### src/rtl/vframe_gen.sv
module vframe_gen #(
  parameter int LPS_W   = 10,
  parameter int SYNC_W  = 6,
  parameter int PORCH_W = 8
) (
  input  logic                                  clk,
  input  logic                                  rst,
  input  logic                                  line_tick,
  input  logic [LPS_W+SYNC_W+2*PORCH_W-1:0]     timing_word,
  input  logic                                  mode_passive,
  output logic                                  vsync,
  output logic                                  vis_active,
  output logic [LPS_W-1:0]                      line_idx,
  output logic [1:0]                            phase,
  output logic                                  frame_start
);
  localparam int SYNC_LO  = LPS_W;
  localparam int FRONT_LO = LPS_W + SYNC_W;
  localparam int BACK_LO  = FRONT_LO + PORCH_W;

  typedef enum logic [1:0] {PH_VIS, PH_FRONT, PH_SYNC, PH_BACK} phase_t;

  phase_t               ph_q, ph_nxt;
  logic [LPS_W-1:0]     cnt_q;
  logic [LPS_W-1:0]     lps_q;
  logic [SYNC_W-1:0]    vsw_q;
  logic [PORCH_W-1:0]   vfp_q, vbp_q;
  logic                 pas_q, fs_q, last_line, enter_vis;

  always_comb begin
    last_line = 1'b0;
    ph_nxt    = ph_q;
    case (ph_q)
      PH_VIS: begin
        last_line = (cnt_q == lps_q);
        ph_nxt    = (vfp_q != '0) ? PH_FRONT : PH_SYNC;
      end
      PH_FRONT: begin
        last_line = (cnt_q + 1'b1 == LPS_W'(vfp_q));
        ph_nxt    = PH_SYNC;
      end
      PH_SYNC: begin
        last_line = (cnt_q == LPS_W'(vsw_q));
        ph_nxt    = (vbp_q != '0) ? PH_BACK : PH_VIS;
      end
      default: begin
        last_line = (vbp_q == '0) || (cnt_q + 1'b1 == LPS_W'(vbp_q));
        ph_nxt    = PH_VIS;
      end
    endcase
  end

  assign enter_vis = line_tick && last_line && (ph_nxt == PH_VIS);

  always_ff @(posedge clk) begin
    if (rst) begin
      ph_q  <= PH_BACK;
      cnt_q <= '0;
      fs_q  <= 1'b0;
      lps_q <= timing_word[LPS_W-1:0];
      vsw_q <= timing_word[SYNC_LO +: SYNC_W];
      vfp_q <= timing_word[FRONT_LO +: PORCH_W];
      vbp_q <= timing_word[BACK_LO +: PORCH_W];
      pas_q <= mode_passive;
    end else begin
      fs_q <= enter_vis;
      if (line_tick) begin
        if (last_line) begin
          ph_q  <= ph_nxt;
          cnt_q <= '0;
        end else begin
          cnt_q <= cnt_q + 1'b1;
        end
      end
      if (enter_vis) begin
        lps_q <= timing_word[LPS_W-1:0];
        vsw_q <= timing_word[SYNC_LO +: SYNC_W];
        vfp_q <= timing_word[FRONT_LO +: PORCH_W];
        vbp_q <= timing_word[BACK_LO +: PORCH_W];
        pas_q <= mode_passive;
      end
    end
  end

  assign vsync       = (ph_q == PH_SYNC) && !pas_q;
  assign vis_active  = (ph_q == PH_VIS);
  assign line_idx    = cnt_q;
  assign phase       = ph_q;
  assign frame_start = fs_q;
endmodule

### config.mk
export PLATFORM = sky130hd
export DESIGN_NAME = vframe_gen
export DESIGN_NICKNAME = d
export VERILOG_FILES = /design/src/rtl/vframe_gen.sv
export SDC_FILE = /design/constraint.sdc
export NUM_CORES = 1
export LEC_CHECK = 0
export BUFFER_PORTS_ARGS = -buffer_cell sky130_fd_sc_hd__buf_2
export CORE_ASPECT_RATIO = 0.5
export CORE_MARGIN = 8
export CORE_UTILIZATION = 50
export CTS_CLUSTER_DIAMETER = 120
export DETAILED_ROUTE_END_ITERATION = 10
export GPL_TIMING_DRIVEN = 0
export PLACE_DENSITY_LB_ADDON = 0.25
export RECOVER_POWER = 100
export SLEW_MARGIN = 15
export SYNTH_ARGS = -nofsm -noshare
export SYNTH_HDL_FRONTEND = slang
export SYNTH_SLANG_ARGS = --single-unit
export TNS_END_PERCENT = 100
### constraint.sdc
create_clock -name clk -period 5 [get_ports clk]
set_clock_uncertainty 0.15 [all_clocks]
set_input_delay 0.25 -clock clk [delete_from_list [all_inputs] [get_ports clk]]
set_output_delay 0.25 -clock clk [all_outputs]
set_load 0.01 [all_outputs]
# Yosys cells after proc, flatten, opt, wreduce, memory -nomap -nowiden
# Cells that the tools add are included.
[word_totals] elab_cells=42 register_bits=46 input_bits=36
[classes] eq_ne=6 mux=15 n_reduce_logical=12 n_addsub=1
[ops] cell="8-bit 2-to-1 mux" n=4
[ops] cell="10-bit 2-to-1 mux" n=3
[ops] cell="10-bit by 8-bit == test with 1-bit output" n=2
[ops] cell="8-bit nonzero test" n=2
[ops] cell="6-bit 2-to-1 mux" n=2
[ops] cell="10-bit by 1-bit adder with 10-bit output (second input constant)" n=1
[ops] cell="10-bit == test" n=1
[ops] cell="10-bit by 6-bit == test with 1-bit output" n=1
[ops] cell="8-bit zero test" n=1
[ops] cell="2-bit case mux with 3 select lines" n=1
[ops] cell="2-bit zero test" n=2
[ops] cell="2-bit 2-to-1 mux" n=2
[ops] cell="1-bit logical AND" n=3
[ops] cell="1-bit case mux with 3 select lines" n=1
[ops] cell="2-bit by 1-bit == test with 1-bit output (second input constant)" n=1
[ops] cell="2-bit == test (second input constant)" n=1
[ops] cell="1-bit 2-to-1 mux" n=2
[ops] cell="2-bit AND reduction" n=1
[ops] cell="2-bit nonzero test" n=1
[ops] cell="1-bit zero test" n=1
[ops] cell="1-bit logical OR" n=1

# Logic depth before layout (Yosys ltp)
[depth] depth_word=8 depth_mapped=10 mapped_depth_nobuf=8

# Worst setup path before layout
# OpenSTA, ideal clock, no wires.
[synth_path] path_kind="reg2reg" start="reg cnt_q[1] (netlist: line_idx[1])" end="reg lps_q[0], enable pin" setup_time_ns=0.389 period_less_slack_ns=3.415 path_buffers=0 path_stages_with_launch=9 t_arrival_ns=2.876 path_slack_ns=1.585 required_time_ns=4.461 cell_sequence="dfxtp_1 ha_1 nand3_1 nor2_1 or4_4 a2111oi_4 a211oi_2 a211oi_2 a21o_1"
[synth_via] elab_chain_cells=7
[synth_rtl] item="start, declared" line="24" rtl="logic [LPS_W-1:0] cnt_q;"
[synth_rtl] item="start signal, assigned" line="72" rtl="cnt_q <= cnt_q + 1'b1;"
[synth_rtl] item="10-bit by 1-bit adder with 10-bit output" line="39, 47"
[synth_rtl] item="10-bit by 8-bit == test with 1-bit output" line="47" rtl="last_line = (vbp_q == '0) || (cnt_q + 1'b1 == LPS_W'(vbp_q));"
[synth_rtl] item="1-bit logical OR" line="47"
[synth_rtl] item="1-bit case mux with 3 select lines *" line="33" rtl="case (ph_q)"
[synth_rtl] item="1-bit logical AND * (2 in series)" line="53" rtl="assign enter_vis = line_tick && last_line && (ph_nxt == PH_VIS);"
[synth_rtl] item="2-bit nonzero test (no line) *"
[synth_rtl] item="end signal, assigned" line="60" rtl="lps_q <= timing_word[LPS_W-1:0];"
[synth_rtl] item="end signal, assigned" line="76" rtl="lps_q <= timing_word[LPS_W-1:0];"
[synth_rtl] item="end, declared" line="25" rtl="logic [LPS_W-1:0] lps_q;"
# Every way passes the cells marked *; elsewhere a longest branch is shown, timed or not.
# A chain may end at the register's enable or synchronous reset.

# Worst setup path in the final report
[layout_path] start="reg cnt_q[1] (netlist: line_idx[1])" end="reg vbp_q[0], enable pin"
[layout_via] elab_chain_cells=7
[layout_rtl] item="10-bit by 1-bit adder with 10-bit output" line="39, 47"
[layout_rtl] item="10-bit by 8-bit == test with 1-bit output" line="47"
[layout_rtl] item="1-bit logical OR" line="47"
[layout_rtl] item="1-bit case mux with 3 select lines *" line="33"
[layout_rtl] item="1-bit logical AND * (2 in series)" line="53"
[layout_rtl] item="2-bit nonzero test (no line) *"
[layout_rtl] item="end signal, assigned" line="63" rtl="vbp_q <= timing_word[BACK_LO +: PORCH_W];"
[layout_rtl] item="end signal, assigned" line="79" rtl="vbp_q <= timing_word[BACK_LO +: PORCH_W];"
[layout_rtl] item="end, declared" line="27" rtl="logic [PORCH_W-1:0] vfp_q, vbp_q;"
# Marks and branches as above.

==> results.sh <==
export IMPL_status="finished clean"
export IMPL_path_cells="ha_1, nand3_1, nor2_1, o211ai_1, a2111oi_0, a211oi_1, a211oi_1, a21o_2"
export IMPL_ys_ff_latch=46
export IMPL_core_mm2=0.00482
export IMPL_path_class="register to register"
export IMPL_num_rows=18
export IMPL_muxShareOfSynthArea=0.0245
export IMPL_ios=51
export IMPL_post_route_period_util=0.818
export IMPL_yosys_area_share_simple=0.173
export IMPL_use_met3=0.0512
export IMPL_synth_edf_count=33
export IMPL_overflow=0
export IMPL_drive_gt1_frac=0.175
export IMPL_grt_util_met1=0.230
export IMPL_hold_end="line_idx[9]$_SDFFE_PP0P_"
export IMPL_drc=0
export IMPL_r2r_end="vbp_q[0]$_DFFE_PP_"
export IMPL_layout_commonest_cell="buf_2"
export IMPL_synth_fa_ha_area_frac=0.00511
export IMPL_grt_usage=0.179
export IMPL_drtIter0Drc=153
export IMPL_maxCapViolCount=0
export IMPL_pwr_density_cell_mw_per_mm2=254
export IMPL_path_max_fanout=33
export IMPL_drt_wl_total_um=6460
export IMPL_r2r_start="line_idx[1]$_SDFFE_PP0P_"
export IMPL_path_buf_inv=0
export IMPL_cpMaxStageDelayCell="a21o_2"
export IMPL_diodes=0
export IMPL_cts_inserted_buffers=5
export IMPL_reg2reg_slack_ns=0.91
export IMPL_min_from="rst"
export IMPL_required_ns=4.79
export IMPL_setup_viol=0
export IMPL_final_antenna_net_count=0
export IMPL_synth_xor_area_frac=0.126
export IMPL_rsz0062_at_grt="no"
export IMPL_cp_arrival_ns=3.88
export IMPL_crit_path_frequent_cell="a211oi_1"
export IMPL_clock_fmax_mhz=245
export IMPL_cp_slowest_stage_delay_ns=0.71
export IMPL_crit_path_start_kind="register"
export IMPL_hold_depth=2
export IMPL_synth_top_family_by_area="simple AND/OR/NAND/NOR gates"
export IMPL_area_delta_synth_final_pct=29.6
export IMPL_slew_viol_final=0
export IMPL_clockBufferDepth=2
export IMPL_insertion_delay_ns=0.30
export IMPL_synth_compound_area_share=0.115
export IMPL_hold_path_class="input port to register"
export IMPL_firstDrtPassIters=4
export IMPL_grt_start_max_net_pins=34
export IMPL_tightest_slew_ns=1.08
export IMPL_fill_cells=387
export IMPL_endpoint_kind="register"
export IMPL_wl_per_cell_um=17.1
export IMPL_cts_tree="yes"
export IMPL_fin_hold_ws_ns=0.0229
export IMPL_fin_tns_setup_ns=0
export IMPL_routabilityCongestion=0.897
export IMPL_vdd_ir_drop_max_mv=0.166
export IMPL_ys_flop_type="edfxtp_1"
export IMPL_die_w_um=115
export IMPL_antenna_found_initial=0
export IMPL_fp_dieArea_mm2=0.00753
export IMPL_netlist_instances=217
export IMPL_fin_nets=344
export IMPL_power_leakage_uw=0.00119
export IMPL_initial_utilization=0.508
export IMPL_async_reset_ff_frac=0
export IMPL_yosysUniqueCellTypes=43
export IMPL_clock_sinks=46
export IMPL_grt_pass1_vias=2082
export IMPL_avgSynthCellArea_um2=11.3
export IMPL_timing_slew_headroom=0.275
export IMPL_place_hpwl_um=4280
export IMPL_r2r_cells=8
export IMPL_syn_area_mm2=0.00245
export IMPL_grt_pass1_wl_um=10400
export IMPL_yosysSeqAreaShare=0.511
export IMPL_cts_max_level=2
export IMPL_cts_root_buffer_cell="clkbuf_8"
export IMPL_period_needed_ns=4.09
export IMPL_port_buffers=50
export IMPL_most_common_layout_cells="buf_2, dlygate4sd3_1, edfxtp_1"
export IMPL_dieHeight_um=65.5
export IMPL_vias_per_cell=5.47
export IMPL_path_delay_family="compound AO/OA/AOI/OAI gates"
export IMPL_vias=2068
export IMPL_ys_warn_count=0
export IMPL_top_usage_layer="met2"
export IMPL_hold_viol_final=0
export IMPL_met2_usage=0.286
export IMPL_syn_num_nets=254
export IMPL_clk_pin_slew_ns=0.09
## stage by stage
stage	total power, µW	util	std cells	setup slack [ns]	cell area (µm²)
final	807	0.659	378	0.911	3170
after detailed placement	509	0.578	337	0.848	2790
after global routing	834	0.659	378	0.685	3170
after floorplan	481	-	217	1.58	2450
after global placement	507	0.578	337	0.951	2790
after CTS	808	0.670	378	0.819	3230
## power breakdown
group / internal (µW) / total, µW / leakage, µW / switching [µW]
logic: 45.6 / 82.8 / 0.000700 / 37.1
registers: 427 / 437 / 0.000428 / 9.82
clock network: 150 / 287 / 0.0000585 / 137
total: 623 / 807 / 0.00119 / 184
## per-layer routing
layer / share of wire / vias to the layer above
li1: - / 995
met1: 0.45 / 970
met2: 0.44 / 87
met3: 0.083 / 16
met4: 0.019 / 0
met5: 0 / -
## sequential cells by signal (all words and copies together) (netlist names)
| register | count |
|---|---|
| vsw_q | 6 |
| vbp_q | 8 |
| vfp_q | 8 |
| phase | 2 |
| line_idx | 10 |
| pas_q | 1 |
| lps_q | 10 |
| frame_start | 1 |
## timing repair
action,CTS,global route
setup buffers,0,0
endpoints found under the hold margin,33,0
hold buffers,33,0
gates resized for setup,0,0
setup endpoints to repair,0,0
## area by class of cell
cell class | count | area, µm² | area share
Timing Repair Buffer | 83 | 561 | 0.177
Buffer | 16 | 75.1 | 0.0237
Tap cell | 70 | 87.6 | 0.0276
Clock inverter | 3 | 43.8 | 0.0138
Multi-Input combinational cell | 147 | 1060 | 0.333
Inverter | 8 | 30.0 | 0.00946
Sequential cell | 46 | 1250 | 0.394
Clock buffer | 5 | 68.8 | 0.0217
## worst max-delay path by stage
stage                               to  slack, ns  depth (start not counted)                     start
floorplan           lps_q[0]$_DFFE_PP_       1.58                          8  line_idx[1]$_SDFFE_PP0P_
global placement    vsw_q[0]$_DFFE_PP_       0.95                          8  line_idx[1]$_SDFFE_PP0P_
detailed placement  lps_q[1]$_DFFE_PP_       0.85                          8  line_idx[1]$_SDFFE_PP0P_
CTS                 vsw_q[1]$_DFFE_PP_       0.82                          8  line_idx[1]$_SDFFE_PP0P_
global route        vbp_q[6]$_DFFE_PP_       0.69                          8  line_idx[1]$_SDFFE_PP0P_
finish              vbp_q[0]$_DFFE_PP_       0.91                          8  line_idx[1]$_SDFFE_PP0P_
## cell usage after synthesis (7+ instances only)
library cell | count | area, µm²
edfxtp_1 | 33 | 991
clkbuf_1 | 7 | 26.3
o211ai_1 | 7 | 52.6
nor4_1 | 9 | 56.3
nor2_1 | 10 | 37.5
xor2_1 | 8 | 70.1
and3_1 | 8 | 50.1
dfxtp_1 | 13 | 260
xnor2_1 | 15 | 131
inv_1 | 7 | 26.3
nand4_1 | 9 | 56.3
nand2_1 | 14 | 52.6
a21oi_1 | 8 | 40.0
## cell families (layout without fill, tap and decap cells)
group	count (synthesis)	after routing
adder cells (fa/ha/maj)	1	1
AO/OA/AOI/OAI	36	36
XOR/XNOR	28	28
AND/OR/NAND/NOR	76	76
flip-flops	46	46
buffers and inverters	24	115
multiplexers	6	6
No activity file was read; power rests on OpenSTA's default activity.
